<file path="src/rtl/txonly_streamer_pkg.sv">
package txonly_streamer_pkg;

  // Control-to-datapath strobes
  typedef struct packed {
    logic load;   // fetch next byte and advance address
    logic shift;  // advance to next lower bit
    logic drive;  // current slot carries a data bit
  } strobeT;

endpackage

</file>
<file path="src/rtl/txs_edge_sync.sv">
module txs_edge_sync #(
  parameter int   STAGES    = 2,
  parameter logic RESET_VAL = 1'b0,
  parameter bit   RISING    = 1'b1
) (
  input  logic clk,
  input  logic rst_n,
  input  logic rawIn,
  output logic edgeSeen
);

  localparam int CHAIN_W = STAGES + 1;

  logic [CHAIN_W-1:0] chain;

  always_ff @(posedge clk or negedge rst_n) begin
    if (!rst_n) chain <= {CHAIN_W{RESET_VAL}};
    else        chain <= {chain[CHAIN_W-2:0], rawIn};
  end

  generate
    if (RISING) begin : g_rise
      assign edgeSeen = chain[STAGES-1] & ~chain[STAGES];
    end else begin : g_fall
      assign edgeSeen = ~chain[STAGES-1] & chain[STAGES];
    end
  endgenerate

endmodule

</file>
<file path="src/rtl/txs_ctrl.sv">
module txs_ctrl
  import txonly_streamer_pkg::*;
#(
  parameter int DATA_W     = 8,
  parameter int PRE_PULSES = 9
) (
  input  logic   clk,
  input  logic   rst_n,
  input  logic   txRise,
  input  logic   sclFall,
  output strobeT strobe,
  output logic   biMode
);

  localparam int CNT_W = $clog2(PRE_PULSES + 1);
  localparam int BIT_W = $clog2(DATA_W + 1);
  localparam logic [CNT_W-1:0] PRE_LAST  = CNT_W'(PRE_PULSES);
  localparam logic [BIT_W-1:0] SLOT_LAST = BIT_W'(DATA_W);

  logic [CNT_W-1:0] preCnt;
  logic [BIT_W-1:0] bitIdx;
  logic             started;
  logic             biModeQ;
  logic             act;

  assign act = txRise & ~biModeQ;

  always_comb begin
    strobe.load  = act & ((~started & (preCnt == PRE_LAST)) |
                          (started & (bitIdx == SLOT_LAST)));
    strobe.shift = act & started & (bitIdx != SLOT_LAST);
    strobe.drive = started & ~biModeQ & (bitIdx < SLOT_LAST);
  end

  always_ff @(posedge clk or negedge rst_n) begin
    if (!rst_n) begin
      preCnt  <= '0;
      bitIdx  <= '0;
      started <= 1'b0;
      biModeQ <= 1'b0;
    end else begin
      if (sclFall) biModeQ <= 1'b1;
      if (act) begin
        if (!started) begin
          if (preCnt == PRE_LAST) begin
            started <= 1'b1;
            bitIdx  <= '0;
          end else begin
            preCnt <= preCnt + 1'b1;
          end
        end else if (bitIdx == SLOT_LAST) begin
          bitIdx <= '0;
        end else begin
          bitIdx <= bitIdx + 1'b1;
        end
      end
    end
  end

  assign biMode = biModeQ;

endmodule

</file>
<file path="src/rtl/txs_datapath.sv">
module txs_datapath
  import txonly_streamer_pkg::*;
#(
  parameter int ADDR_W = 7,
  parameter int DATA_W = 8
) (
  input  logic              clk,
  input  logic              rst_n,
  input  strobeT            strobe,
  input  logic [DATA_W-1:0] rdData,
  output logic [ADDR_W-1:0] fetchAddr,
  output logic              pullLow
);

  logic [DATA_W-1:0] shiftReg;

  always_ff @(posedge clk or negedge rst_n) begin
    if (!rst_n) begin
      shiftReg  <= '1;
      fetchAddr <= '0;
    end else if (strobe.load) begin
      shiftReg  <= rdData;
      fetchAddr <= fetchAddr + 1'b1;
    end else if (strobe.shift) begin
      shiftReg  <= {shiftReg[DATA_W-2:0], 1'b1};
    end
  end

  assign pullLow = strobe.drive & ~shiftReg[DATA_W-1];

endmodule

</file>
<file path="src/rtl/txonly_streamer.sv">
module txonly_streamer
  import txonly_streamer_pkg::*;
#(
  parameter int ADDR_W      = 7,
  parameter int DATA_W      = 8,
  parameter int PRE_PULSES  = 9,
  parameter int SYNC_STAGES = 2
) (
  input  logic              clk,
  input  logic              rst_n,
  input  logic              txClk,
  input  logic              sclIn,
  input  logic [DATA_W-1:0] memData,
  output logic [ADDR_W-1:0] memAddr,
  output logic              sdaOe,
  output logic              biMode
);

  logic   txRise;
  logic   sclFall;
  strobeT strobe;

  txs_edge_sync #(.STAGES(SYNC_STAGES), .RESET_VAL(1'b0), .RISING(1'b1)) u_txSync (
    .clk(clk), .rst_n(rst_n), .rawIn(txClk), .edgeSeen(txRise));

  txs_edge_sync #(.STAGES(SYNC_STAGES), .RESET_VAL(1'b1), .RISING(1'b0)) u_sclSync (
    .clk(clk), .rst_n(rst_n), .rawIn(sclIn), .edgeSeen(sclFall));

  txs_ctrl #(.DATA_W(DATA_W), .PRE_PULSES(PRE_PULSES)) u_ctrl (
    .clk(clk), .rst_n(rst_n), .txRise(txRise), .sclFall(sclFall),
    .strobe(strobe), .biMode(biMode));

  txs_datapath #(.ADDR_W(ADDR_W), .DATA_W(DATA_W)) u_dp (
    .clk(clk), .rst_n(rst_n), .strobe(strobe), .rdData(memData),
    .fetchAddr(memAddr), .pullLow(sdaOe));

endmodule

</file>
<file path="config.mk">
export PLATFORM = sky130hd
export DESIGN_NAME = txonly_streamer
export DESIGN_NICKNAME = d
export VERILOG_FILES = /design/src/rtl/txonly_streamer_pkg.sv /design/src/rtl/txs_edge_sync.sv /design/src/rtl/txs_ctrl.sv /design/src/rtl/txs_datapath.sv /design/src/rtl/txonly_streamer.sv
export SDC_FILE = /design/constraint.sdc
export NUM_CORES = 1
export LEC_CHECK = 0
export BUFFER_PORTS_ARGS = -buffer_cell sky130_fd_sc_hd__buf_4
export CORE_ASPECT_RATIO = 0.7
export CORE_MARGIN = 5
export CORE_UTILIZATION = 59
export CTS_BUF_LIST = sky130_fd_sc_hd__clkbuf_8 sky130_fd_sc_hd__clkbuf_16
export CTS_CLUSTER_DIAMETER = 150
export DETAILED_ROUTE_END_ITERATION = 16
export PLACE_DENSITY_LB_ADDON = 0.3
export SYNTH_ARGS = -nofsm -noshare
export SYNTH_HDL_FRONTEND = slang
export SYNTH_SLANG_ARGS = --single-unit
</file>
<file path="constraint.sdc">
create_clock -name clk -period 2.5 [get_ports clk]
set_input_delay 0.5 -clock clk [delete_from_list [all_inputs] [get_ports clk]]
set_output_delay 0.5 -clock clk [all_outputs]
set_load 0.05 [all_outputs]
</file>
==> results.toml <==
[drt]
dr.pass1.iters = 4
drtIter0Drc = 36
drc_errors = 0
antenna_left = 0
num_vias = 920
drt_wl_total_mm = 2.63
wl_per_cell_um = 15.3
viasPerCell = 5.35

[timing]
period_needed_ns = 1.90
worst_slew_pin_slew_ns = 0.499
drv_slew = 0
whs_ns = 0.130
grt_setup_unrepaired = "no"
finClkSkew_ns = 0.00621
finalWorstSetupSlack_ns = 0.600
finalHoldViolCount = 0
period_share_pct = 76.0
final.setup.tns_ns = 0
setup_violations = 0
relSlewSlack_pct = 65.8
max_freq_mhz = 526

[clock_tree]
cts_tree = "yes"
htreeDepth = 2
cts.sinks = 31
cts_buffers = 5
root_buffer = "clkbuf_8"
clockBufferDepth = 2
hold_buffers = 0
post_cts_buffers = 0
clk_latency_ns = 0.28
path_clk_slew_ns = 0.06
cts_resized = 0

[floorplan]
core_sq_um = 2220
initial_utilization_pct = 63.6
rows = 14
io_pins = 21
die_w_um = 68.5
dieArea_sq_um = 3490
chipHeight_um = 51.0

[place]
dp_worst_setup_slack_ns = 0.705
place_hpwl_mm = 1.90
io_buffers = 20
globalplace.congestion = 0.762

[synthesis]
async_flop_share_pct = 100
yosysTopAreaCell = "dfrtp_1"
synth_fp_nets = 131
synth_cells = 114
ys_warn_count = 0
synth-seq-area-share_pct = 55.8
ys.flop_type = "dfrtp_1"
synth-edff-count = 0
syn-cell-area_sq_um = 1420
synth_common_cells = "20 x dfrtp_1, 11 x dfstp_2, 8 x a22o_1, 8 x o21ai_1, 7 x nand2_1"
syn_area_per_cell_sq_um = 12.4
synth_top_cells_by_area = "dfrtp_1 35%, dfstp_2 20%, a22o_1 5.0%"
yosysMostFrequentCell = "dfrtp_1"
yosysTopAreaCellShare_pct = 35.4
ys_ff_latch = 31
ys_types = 34

[critical_path]
required_ns = 2.00
worstSetupStartpointType = "register"
worst-setup-path-type = "reg2out"
arrival_ns = 1.40
worstPathMaxFanout = 9
endpoint_kind = "primary output"
reg2regPathDepth = 5

[finish]
final_nets = 156
nFillCells = 147
diodes = 0
drive_above_1_share_pct = 35.0
flow.area_growth_from_synthesis_pct = 20.8

[grt]
grt-ovfl-total = 0
grt.total_usage_pct = 18.1
grt_max_degree = 32
grt_pass1_wl_mm = 4.52
grt_pass1_vias = 948
antenna_found_initial = 0

[pwr]
ir_worst_vdd_v = 0.000465
power.leakage_nw = 0.789
power_density_nw_per_um2 = 647

[run]
maxCapViolCount = 0

[min_path]
hp-class = "in2async"

[outcome]
status = "complete, no violations"
-- cells in the final DEF, fill, tap and decap left out, types with 2 or more instances in the layout --
master | synthesis | final
nor3_2 | 2 | 2
nand2_1 | 7 | 7
xnor2_1 | 5 | 5
nand3_1 | 4 | 4
inv_1 | 6 | 6
xor2_1 | 4 | 4
clkbuf_8 | 0 | 6
dfstp_2 | 11 | 11
ha_1 | 5 | 5
dfrtp_1 | 20 | 20
a22o_1 | 8 | 8
buf_4 | 2 | 23
nand4_1 | 3 | 3
a21o_1 | 2 | 2
nor3b_2 | 2 | 2
mux2i_1 | 5 | 5
nor2_1 | 2 | 2
o21ai_1 | 8 | 8
-- critical path: stages (launching register included) --
cell and delay [ns]:
dfrtp_1 0.55, nand2_1 0.13, nor3_1 0.19, buf_4 0.24
-- per-stage QoR --
| step | area, sq um | total power (W) | std cells | util, % |
|---|---|---|---|---|
| floorplan | 1420 | 0.000576 | 114 | - |
| global placement | 1590 | 0.000606 | 164 | 71.5 |
| detailed placement | 1590 | 0.000613 | 164 | 71.5 |
| CTS | 1710 | 0.00111 | 172 | 76.8 |
| global route | 1710 | 0.00116 | 172 | 76.8 |
| finish | 1710 | 0.00111 | 172 | 76.8 |
-- worst paths after layout --
path	start	slack (ns)	endpoint
worst min register to register	u_txSync.chain[0]$_DFF_PN0_	0.35	u_txSync.chain[1]$_DFF_PN0_
worst max register to register	u_ctrl.biMode$_DFFE_PN0P_	0.68	u_ctrl.bitIdx[3]$_DFFE_PN0P_
worst min-delay path	rst_n	0.13	u_txSync.chain[0]$_DFF_PN0_
max in group asynchronous	rst_n	2.06	u_dp.shiftReg[3]$_DFFE_PN1P_
worst max-delay path	u_ctrl.started$_DFFE_PN0P_	0.60	sdaOe
min in group clk	txClk	0.32	u_txSync.chain[0]$_DFF_PN0_
-- state kept, by name, indices dropped and copies added (netlist names) --
register / count
u_ctrl.biMode: 1
u_ctrl.bitIdx: 4
u_ctrl.preCnt: 4
u_ctrl.started: 1
u_dp.fetchAddr: 7
u_dp.shiftReg: 8
u_sclSync.chain: 3
u_txSync.chain: 3
-- cells by family after synthesis --
family	Yosys count	share of synthesized area [%]
compound gates	21	10.3
xor+xnor	9	5.57
fa+ha+maj	5	4.42
buf+inv	11	4.16
flops	31	55.8
mux	6	4.33
simple gates	31	15.5
-- power by group --
group	switching (W)	total (W)	internal, W
registers	0.0000194	0.000544	0.000525
clock network	0.000178	0.000500	0.000322
logic	0.0000315	0.0000617	0.0000302
-- layer usage --
layer  wire length [um]  track usage (%)  part of all wire [%]  up-vias
met1               1230             24.1                    47      436
met5                  0                0                     0        -
met2               1190             26.5                    45       25
li1                   -                -                     -      450
met4                 68             9.90                   2.6        0
met3                141             5.26                   5.4        9
-- final cells by class --
type / count / area, sq um / area share [%]
clock inverter: 2 / 35.0 / 2.05
sequential: 31 / 790 / 46.2
timing repair buffer: 23 / 173 / 10.1
clock buffer: 6 / 82.6 / 4.83
inverter: 6 / 22.5 / 1.32
multi-input combinational: 72 / 567 / 33.2
tap: 32 / 40.0 / 2.34
Power figures use the tool's default switching activity.
